File: config.mk
export PLATFORM = sky130hd
export DESIGN_NAME = sigu_top
export DESIGN_NICKNAME = d
export VERILOG_FILES = /design/src/rtl/sigu_pkg.sv /design/src/rtl/sigu_hash.sv /design/src/rtl/sigu_filter.sv /design/src/rtl/sigu_classify.sv /design/src/rtl/sigu_top.sv
export SDC_FILE = /design/constraint.sdc
export NUM_CORES = 2
export LEC_CHECK = 0
export ABC_AREA = 1
export BUFFER_PORTS_ARGS = -buffer_cell sky130_fd_sc_hd__buf_2
export CORE_ASPECT_RATIO = 1.75
export CORE_MARGIN = 1.5
export CORE_UTILIZATION = 45
export CTS_CLUSTER_DIAMETER = 120
export DETAILED_ROUTE_END_ITERATION = 7
export SYNTH_ARGS = -nofsm -noshare
export SYNTH_HDL_FRONTEND = slang
export SYNTH_SLANG_ARGS = --single-unit
File: constraint.sdc
create_clock -name clk -period 86 [get_ports clk]
set_input_delay 4.3 -clock clk [delete_from_list [all_inputs] [get_ports clk]]
set_output_delay 4.3 -clock clk [all_outputs]
set_load 0.01 [all_outputs]
File: src/rtl/sigu_pkg.sv
package sigu_pkg;
  typedef enum logic [1:0] {
    CF_NONE = 2'd0,
    CF_RW   = 2'd1,
    CF_WR   = 2'd2,
    CF_WW   = 2'd3
  } conf_e;
endpackage

File: src/rtl/sigu_hash.sv
// One low-cost hash: XOR of a cache-index field and a page-number field.
module sigu_hash #(
  parameter int IDX_W = 8
) (
  input  logic [IDX_W-1:0] cix_fld,
  input  logic [IDX_W-1:0] ppn_fld,
  output logic [IDX_W-1:0] idx
);
  assign idx = cix_fld ^ ppn_fld;
endmodule

File: src/rtl/sigu_filter.sv
// One signature: NUM_HASH sub-filters of 2**IDX_W bits each.
module sigu_filter #(
  parameter int NUM_HASH = 2,
  parameter int IDX_W    = 8,
  parameter int SIG_W    = NUM_HASH * (1 << IDX_W)
) (
  input  logic                      clk,
  input  logic                      rst_n,
  input  logic                      clr_i,
  input  logic                      set_i,
  input  logic [NUM_HASH*IDX_W-1:0] set_idx_i,
  input  logic                      load_i,
  input  logic [SIG_W-1:0]          load_data_i,
  input  logic [NUM_HASH*IDX_W-1:0] tst_idx_i,
  output logic                      hit_o,
  output logic [SIG_W-1:0]          bits_o
);
  localparam int ENTRIES = 1 << IDX_W;

  logic [SIG_W-1:0]    bits_q;
  logic [SIG_W-1:0]    bits_d;
  logic                upd_en;
  logic [NUM_HASH-1:0] sub_hit;

  always_comb begin
    bits_d = bits_q;
    if (load_i) begin
      bits_d = load_data_i;
    end else if (clr_i) begin
      bits_d = '0;
    end else if (set_i) begin
      for (int h = 0; h < NUM_HASH; h++) begin
        bits_d[h*ENTRIES + int'(set_idx_i[h*IDX_W +: IDX_W])] = 1'b1;
      end
    end
  end

  assign upd_en = load_i | clr_i | set_i;

  always_ff @(posedge clk or negedge rst_n) begin
    if (!rst_n) begin
      bits_q <= '0;
    end else if (upd_en) begin
      bits_q <= bits_d;
    end
  end

  for (genvar h = 0; h < NUM_HASH; h++) begin : g_sub
    assign sub_hit[h] = bits_q[h*ENTRIES + int'(tst_idx_i[h*IDX_W +: IDX_W])];
  end

  assign hit_o  = &sub_hit;
  assign bits_o = bits_q;
endmodule

File: src/rtl/sigu_classify.sv
// Maps read/write hits and request type to a conflict type.
module sigu_classify
  import sigu_pkg::*;
(
  input  logic  rd_hit,
  input  logic  wr_hit,
  input  logic  is_store,
  output conf_e kind
);
  always_comb begin
    kind = CF_NONE;
    if (is_store) begin
      if (wr_hit)      kind = CF_WW;
      else if (rd_hit) kind = CF_RW;
    end else if (wr_hit) begin
      kind = CF_WR;
    end
  end
endmodule

File: src/rtl/sigu_top.sv
module sigu_top
  import sigu_pkg::*;
#(
  parameter int NUM_HASH = 2,
  parameter int IDX_W    = 8,
  parameter int BLK_W    = (NUM_HASH + 1) * IDX_W,
  parameter int SIG_W    = NUM_HASH * (1 << IDX_W)
) (
  input  logic             clk,
  input  logic             rst_n,
  input  logic             ins_valid,
  input  logic [BLK_W-1:0] ins_blk,
  input  logic             ins_write,
  input  logic             ins_in_tx,
  input  logic             ins_shared,
  input  logic             qry_valid,
  input  logic [BLK_W-1:0] qry_blk,
  input  logic             qry_is_store,
  input  logic             clr_active,
  input  logic             sum_wr_valid,
  input  logic             sum_wr_sel,
  input  logic [SIG_W-1:0] sum_wr_data,
  output logic             conflict,
  output logic [1:0]       conflict_kind
);
  localparam int HIDX_W = NUM_HASH * IDX_W;

  // reset: asserted asynchronously, released after two clock edges
  logic [1:0] rsync_q;
  logic       rst_int_n;

  always_ff @(posedge clk or negedge rst_n) begin
    if (!rst_n) rsync_q <= 2'b00;
    else        rsync_q <= {rsync_q[0], 1'b1};
  end
  assign rst_int_n = rsync_q[1];

  // hashing of both address ports
  logic [HIDX_W-1:0] ins_idx;
  logic [HIDX_W-1:0] qry_idx;

  for (genvar h = 0; h < NUM_HASH; h++) begin : g_hash
    sigu_hash #(.IDX_W(IDX_W)) i_hash_ins (
      .cix_fld (ins_blk[0 +: IDX_W]),
      .ppn_fld (ins_blk[(h+1)*IDX_W +: IDX_W]),
      .idx     (ins_idx[h*IDX_W +: IDX_W])
    );
    sigu_hash #(.IDX_W(IDX_W)) i_hash_qry (
      .cix_fld (qry_blk[0 +: IDX_W]),
      .ppn_fld (qry_blk[(h+1)*IDX_W +: IDX_W]),
      .idx     (qry_idx[h*IDX_W +: IDX_W])
    );
  end

  // insert gating
  logic ins_ok;
  assign ins_ok = ins_valid & ins_in_tx & ins_shared;

  logic             act_rd_hit, act_wr_hit, sum_rd_hit, sum_wr_hit;
  logic [SIG_W-1:0] act_rd_bits, act_wr_bits, sum_rd_bits, sum_wr_bits;

  sigu_filter #(.NUM_HASH(NUM_HASH), .IDX_W(IDX_W), .SIG_W(SIG_W)) i_act_rd (
    .clk(clk), .rst_n(rst_int_n), .clr_i(clr_active), .set_i(ins_ok & ~ins_write),
    .set_idx_i(ins_idx), .load_i(1'b0), .load_data_i('0), .tst_idx_i(qry_idx),
    .hit_o(act_rd_hit), .bits_o(act_rd_bits)
  );

  sigu_filter #(.NUM_HASH(NUM_HASH), .IDX_W(IDX_W), .SIG_W(SIG_W)) i_act_wr (
    .clk(clk), .rst_n(rst_int_n), .clr_i(clr_active), .set_i(ins_ok & ins_write),
    .set_idx_i(ins_idx), .load_i(1'b0), .load_data_i('0), .tst_idx_i(qry_idx),
    .hit_o(act_wr_hit), .bits_o(act_wr_bits)
  );

  sigu_filter #(.NUM_HASH(NUM_HASH), .IDX_W(IDX_W), .SIG_W(SIG_W)) i_sum_rd (
    .clk(clk), .rst_n(rst_int_n), .clr_i(1'b0), .set_i(1'b0),
    .set_idx_i('0), .load_i(sum_wr_valid & ~sum_wr_sel), .load_data_i(sum_wr_data),
    .tst_idx_i(qry_idx), .hit_o(sum_rd_hit), .bits_o(sum_rd_bits)
  );

  sigu_filter #(.NUM_HASH(NUM_HASH), .IDX_W(IDX_W), .SIG_W(SIG_W)) i_sum_wr (
    .clk(clk), .rst_n(rst_int_n), .clr_i(1'b0), .set_i(1'b0),
    .set_idx_i('0), .load_i(sum_wr_valid & sum_wr_sel), .load_data_i(sum_wr_data),
    .tst_idx_i(qry_idx), .hit_o(sum_wr_hit), .bits_o(sum_wr_bits)
  );

  conf_e cls;
  sigu_classify i_cls (
    .rd_hit   (act_rd_hit | sum_rd_hit),
    .wr_hit   (act_wr_hit | sum_wr_hit),
    .is_store (qry_is_store),
    .kind     (cls)
  );

  // result registers
  logic       conf_d, conf_q;
  logic [1:0] kind_d, kind_q;

  always_comb begin
    conf_d = 1'b0;
    kind_d = CF_NONE;
    if (qry_valid) begin
      conf_d = (cls != CF_NONE);
      kind_d = cls;
    end
  end

  always_ff @(posedge clk or negedge rst_int_n) begin
    if (!rst_int_n) begin
      conf_q <= 1'b0;
      kind_q <= CF_NONE;
    end else begin
      conf_q <= conf_d;
      kind_q <= kind_d;
    end
  end

  assign conflict      = conf_q;
  assign conflict_kind = kind_q;
endmodule

# Word-level counts from Yosys, hierarchy flattened
# Cells that the tools add are included.
[classes] addsub=2 magnitude_cmp=6 n_reduce_logical=11 bitwise_logic=20 n_mux=34
[ops] operator="2-to-1 mux 512 bit" n=4
[ops] operator="OR 512 x 256 -> 512 bit" n=2
[ops] operator="OR 512 bit" n=2
[ops] operator="< comparator 32 x 11 -> 1 bit, second input constant" n=2
[ops] operator="binary-select mux 1 bit (select 9 bit)" n=4
[ops] operator="binary-select mux 1 bit (select 8 bit)" n=4
[ops] operator="greater-or-equal comparator 32 x 1 -> 1 bit, second input constant" n=1
[ops] operator="XOR 8 bit" n=4
[ops] operator="adder 9 x 8 -> 10 bit, first input constant" n=2
[ops] operator="< comparator 8 x 10 -> 1 bit, second input constant" n=2
[ops] operator="2-to-1 mux 1 bit" n=16
[ops] operator="AND reduction 2 bit" n=6
[ops] operator="demux 1 bit (select 9 bit)" n=1
[ops] operator="demux 1 bit (select 8 bit)" n=1
[ops] operator="greater-or-equal comparator 8 x 1 -> 1 bit, second input constant" n=1
[ops] operator="2-to-1 mux 2 bit" n=4
[ops] operator="AND 1 bit" n=6
[ops] operator="nonzero test 2 bit" n=3
[ops] operator="OR 1 bit" n=4
[ops] operator="logical AND 1 bit" n=2
[ops] operator="inverter 1 bit" n=2
[word_totals] inputBits=571 ff_bits=2053

# Depth between registers and ports, before layout
[depth] word_depth=12 mapped_depth=20

# Modules after synthesis
# A second synthesis with hierarchy kept.
[unflattened] hier_cells=14667 hier_area_um2=115828.6
[modules_own_cells] module="sigu_filter at i_act_wr ..." n_inst=2 area_per_inst_um2=28860.2 seq_area_each_um2=12812.3 cells_each=3620
[modules_own_cells] module="sigu_filter at i_act_rd" n_inst=1 area_per_inst_um2=28730.1 seq_area_each_um2=12812.3 cells_each=3621
[modules_own_cells] module="sigu_filter at i_sum_wr" n_inst=1 area_per_inst_um2=28563.6 seq_area_each_um2=12812.3 cells_each=3620
[modules_own_cells] module="sigu_hash" n_inst=4 area_per_inst_um2=150.1 seq_area_each_um2=0.0 cells_each=40
[modules_own_cells] module="sigu_top" n_inst=1 area_per_inst_um2=195.2 seq_area_each_um2=125.1 cells_each=22
[modules_own_cells] module="sigu_classify" n_inst=1 area_per_inst_um2=18.8 seq_area_each_um2=0.0 cells_each=4

# Worst setup path after synthesis
# No wires, ideal clock.
[synth_path] kind="input port to flip-flop" from="input qry_blk[8]" to="register conf_q, in the netlist conflict" arrival_ns=5.906 required_time_ns=85.882 cell_stages=19 path_slack_ns=79.976 setup_ns=0.118 path_cell_list="inv_1 nand2_1 nand2_1 buf_2 buf_2 buf_2 nand2_1 o211ai_1 nand3_1 nand3_1 nand3_1 nand3_1 nand3_1 nand3_1 nand2_1 nand2_1 nand2_1 a21oi_1 nor2_1"
[synth_between] elab_chain_len=10 word_cells_on_any_way=21
[synth_rtl] item="start, declared" line_no="sigu_top.sv:17" rtl="input logic [BLK_W-1:0] qry_blk,"
[synth_rtl] item="XOR 8 bit (*)" line_no="sigu_hash.sv:9" rtl="assign idx = cix_fld ^ ppn_fld;"
[synth_rtl] item="binary-select mux 1 bit (select 8 bit)" line_no="sigu_filter.sv:49" rtl="assign sub_hit[h] = bits_q[h*ENTRIES + int'(tst_idx_i[h*IDX_W +: IDX_W])];"
[synth_rtl] item="2-to-1 mux 1 bit (implied by the code)" line_no="sigu_filter.sv:49"
[synth_rtl] item="AND reduction 2 bit" line_no="sigu_filter.sv:52" rtl="assign hit_o = &sub_hit;"
[synth_rtl] item="OR 1 bit" line_no="sigu_top.sv:88" rtl=".rd_hit (act_rd_hit | sum_rd_hit),"
[synth_rtl] item="2-to-1 mux 1 bit" line_no="sigu_classify.sv:14" rtl="else if (rd_hit) kind = CF_RW;"
[synth_rtl] item="2-to-1 mux 2 bit" line_no="sigu_classify.sv:13" rtl="if (wr_hit) kind = CF_WW;"
[synth_rtl] item="2-to-1 mux 2 bit (*)" line_no="sigu_classify.sv:12" rtl="if (is_store) begin"
[synth_rtl] item="nonzero test 2 bit (*)" line_no="sigu_top.sv:102" rtl="conf_d = (cls != CF_NONE);"
[synth_rtl] item="2-to-1 mux 1 bit (*)" line_no="sigu_top.sv:101" rtl="if (qry_valid) begin"
[synth_rtl] item="via conf_d" line_no="sigu_top.sv:95" rtl="logic conf_d, conf_q;"
[synth_rtl] item="end signal, assigned" line_no="sigu_top.sv:112" rtl="conf_q <= conf_d;"
[synth_rtl] item="end, declared" line_no="sigu_top.sv:95"
# Mark *: on every way through the listed nets, which the timed path passes. The rest lies on a longest branch. The select of a mux whose other input is x is not followed.
# A chain may end at the register's enable or synchronous reset.

# Worst setup path after layout
[layout_path] from="input clr_active" to="register i_act_wr.bits_q[450], in the netlist i_act_wr.bits_o[450]"
[layout_between] elab_chain_len=2 word_cells_on_any_way=4
[layout_rtl] item="start, declared" line_no="sigu_top.sv:19" rtl="input logic clr_active,"
[layout_rtl] item="nonzero test 2 bit (no source line) / OR 1 bit (equally long branches)"
[layout_rtl] item="AND reduction 2 bit (no source line)"
[layout_rtl] item="end signal, assigned" line_no="sigu_filter.sv:44" rtl="bits_q <= bits_d;"
[layout_rtl] item="end, declared" line_no="sigu_filter.sv:20" rtl="logic [SIG_W-1:0] bits_q;"
# Parallel ways exist; a longest one is shown, timed or not.

==> results by group <==
Run
  – Max Cap Viol: 0

Critical path
  – Delay of the slowest critical-path stage: 0.96 ns
  – Most used cell, CP: buf_4
  – Type of element launching the critical path: input port
  – Cell type group with the largest total delay on the critical path: buffers and inverters
  – Worst path buffer plus inverter count: 8
  – Critical setup path kind: in2reg
  – Highest net fanout along the worst path: 212
  – Cell Chain, Critical Path: buf_8 > buf_12 > buf_4 > buf_4 > buf_4 > buf_4 > buf_4 > buf_4 > a21oi_1
  – Capturing element type of the critical path: flop
  – Worst-path cell with the longest stage delay: buf_4
  – Required time of the critical path: 86.69 ns
  – CP Data Arrival Time: 11.31 ns

Yosys
  – Yosys warning total: 0
  – Register bit total from synthesis: 2053
  – Sequential cell area fraction in the yosys report: 0.509
  – Unique cell type count in the Yosys netlist: 16
  – Synth Area per Inst: 7.36 µm²
  – Post-Synthesis Cells: 13700
  – Cell area after synthesis: 0.101 mm²
  – Total nets after synthesis: 14300

Final layout
  – Most frequent standard cell in the layout excluding fill and tap cells: nand2_1
  – Non-filler instance count after layout: 16700
  – Layout-stage area growth over the synthesis result: 10.8%
  – Commonest non-fill, non-tap cells in the layout: nand2_1 (4193), dfrtp_1 (2052), inv_1 (1871)
  – Post-layout net count: 14200
  – Proportion of layout cells with a drive suffix above 1: 0.0757

Timing
  – Final critical-path share of the clock period: 0.124
  – Slew Viols, Final: 0
  – RSZ-0062 raised after global routing: no
  – Final critical path time including I/O delays and setup: 10.62 ns
  – Transition time of the tightest slew-check pin: 1.37 ns
  – Hold Violations, Final: 0
  – Final setup slack of the worst path: 75.38 ns
  – Clock Skew: 0.0580 ns
  – Maximum frequency from static timing analysis: 0.0941 GHz
  – Worst slew slack as a fraction of its limit: 0.0859
  – Post-Route Setup TNS: 0 ns
  – Final setup violation count: 0

Route
  – Residual DRC: 0
  – Routed length on met1: 131000 µm
  – Number of DRC markers in iteration 0: 8036
  – Via count: 90700
  – Ratio of routed vias to standard cells: 5.42
  – Top layer used by detailed routing: met5
  – Met3 WL: 21600 µm
  – Total length of routed wires: 332000 µm
  – Post-DR wirelength/cell: 19.9 µm
  – Detailed-routing iteration count for the pre-antenna-repair pass: 8
  – Metal2 WL: 161000 µm
  – Antenna Nets Post-Route: 0

Clocking
  – Cts repair resizes: 0
  – Clk Latency, worst-skew pair: 0.87 ns
  – Number of buffers on the longest clock path: 4
  – Cell at the root of the clock tree: clkbuf_16
  – H-tree levels: 4
  – Setup Buffers After CTS: 0
  – Sinks on the clock net: 2053
  – Clock buffer count from CTS: 204
  – Clock edge transition at the registers on the reported setup and hold paths: 0.06 ns
  – Hold-fix buffers at CTS: 0
  – Clock tree from TritonCTS: built

Floorplanning
  – Die width: 361 µm
  – Rows: 229
  – Placeable core region: 0.223 mm²
  – Initial Utilization: 0.453
  – Number of primary I/O pins: 574
  – Die Area: 0.227 mm²
  – Die outline height: 629 µm

Power
  – Highest ir drop seen on vdd: 18.3 µV
  – Static Leak: 51.4 nW
  – Total power after layout: 0.00234 W
  – Power density normalized to cell area: 20.9 mW/mm²

Status
  – Status: completed

Placed design
  – Routability congestion estimate from global placement: 0.868
  – Placed insts: 16300
  – Number of buffers inserted by port buffering: 573
  – Setup WS pre-CTS: 74.71 ns
  – Half-perimeter wire length after detailed placement: 201000 µm

Global route
  – Overall fraction of global-route tracks in use: 0.289
  – Global-route wire length before repair: 517000 µm
  – Initial antenna violation count: 36
  – Largest net degree at the start of global routing: 302
  – Sum of overflow across all layers after global routing: 0
  – Number of global-route vias before repair: 90800

Worst hold path
  – HP Class: reg2reg
## cell usage after synthesis
master | count | area share
o211ai_1 | 114 | 0.0085
conb_1 | 1 | 0.000037
buf_6 | 1 | 0.00011
xor2_1 | 2 | 0.00017
a21oi_1 | 1026 | 0.051
buf_2 | 236 | 0.012
nand2_1 | 4219 | 0.16
nor2_1 | 549 | 0.020
o21ai_0 | 1026 | 0.051
inv_2 | 3 | 0.00011
inv_1 | 1874 | 0.070
buf_1 | 55 | 0.0020
xnor2_1 | 30 | 0.0026
clkbuf_1 | 660 | 0.025
dfrtp_1 | 2053 | 0.51
nand3_1 | 1858 | 0.092
## per-stage QoR
step	hold slack [ns]	area, µm²	utilization
final	0.364	112000	0.502
after global routing	0.371	112000	0.502
after CTS	0.366	112000	0.502
after detailed placement	0.342	105000	0.471
after global placement	0.344	105000	0.471
after floorplan	0.331	101000	-
## cell type report
| type | instances | area (µm²) |
|---|---|---|
| clock inverter | 46 | 677 |
| antenna | 19 | 47.5 |
| multi-input combinational | 8825 | 38800 |
| sequential | 2053 | 51400 |
| clock buffer | 312 | 6080 |
| inverter | 1877 | 7050 |
| timing repair buffer | 695 | 4080 |
| fill | 22100 | 111000 |
| tap | 2887 | 3610 |
## final timing paths
check | start | end | slack, ns | cells after the start
hold / removal | rsync_q[0] | rsync_q[1] | 0.36 | 0
setup / recovery | clr_active | i_act_wr.bits_o[450] | 75.38 | 9
hold reg to reg | rsync_q[0] | rsync_q[1] | 0.36 | 0
max in group asynchronous | rsync_q[1] | i_act_rd.bits_o[53] | 80.95 | 5
min in group asynchronous | rsync_q[1] | i_sum_wr.bits_o[93] | 0.52 | 0
setup reg to reg | rsync_q[1] | i_act_rd.bits_o[53] | 80.95 | 5
## sequential cells by signal, indices dropped and copies added, names as in the netlist
signal / cells
conflict: 1
conflict_kind: 2
i_act_rd.bits_o: 512
i_act_wr.bits_o: 512
i_sum_rd.bits_o: 512
i_sum_wr.bits_o: 512
rsync_q: 2
## report_power, final
| part | switching (W) | internal (W) |
|---|---|---|
| Clock | 0.000392 | 0.000535 |
| Combinational | 0.000252 | 0.0000968 |
| Sequential | 0.0000333 | 0.00103 |
| Total | 0.000678 | 0.00166 |
## cells by family after synthesis
| logic type | Yosys count | synth area share |
|---|---|---|
| flip-flops | 2053 | 0.509 |
| other | 1 | 0.0000372 |
| AND/OR/NAND/NOR | 6626 | 0.270 |
| AO/OA/AOI/OAI | 2166 | 0.110 |
| buffers and inverters | 2829 | 0.108 |
| XOR/XNOR | 32 | 0.00278 |
## routing by layer
layer,up-vias,global-route usage
met5,-,0
met4,24,0.147
met3,843,0.0429
met2,3204,0.494
met1,43800,0.353
li1,42800,-
Note: power is estimated with default switching activity, not from simulation.
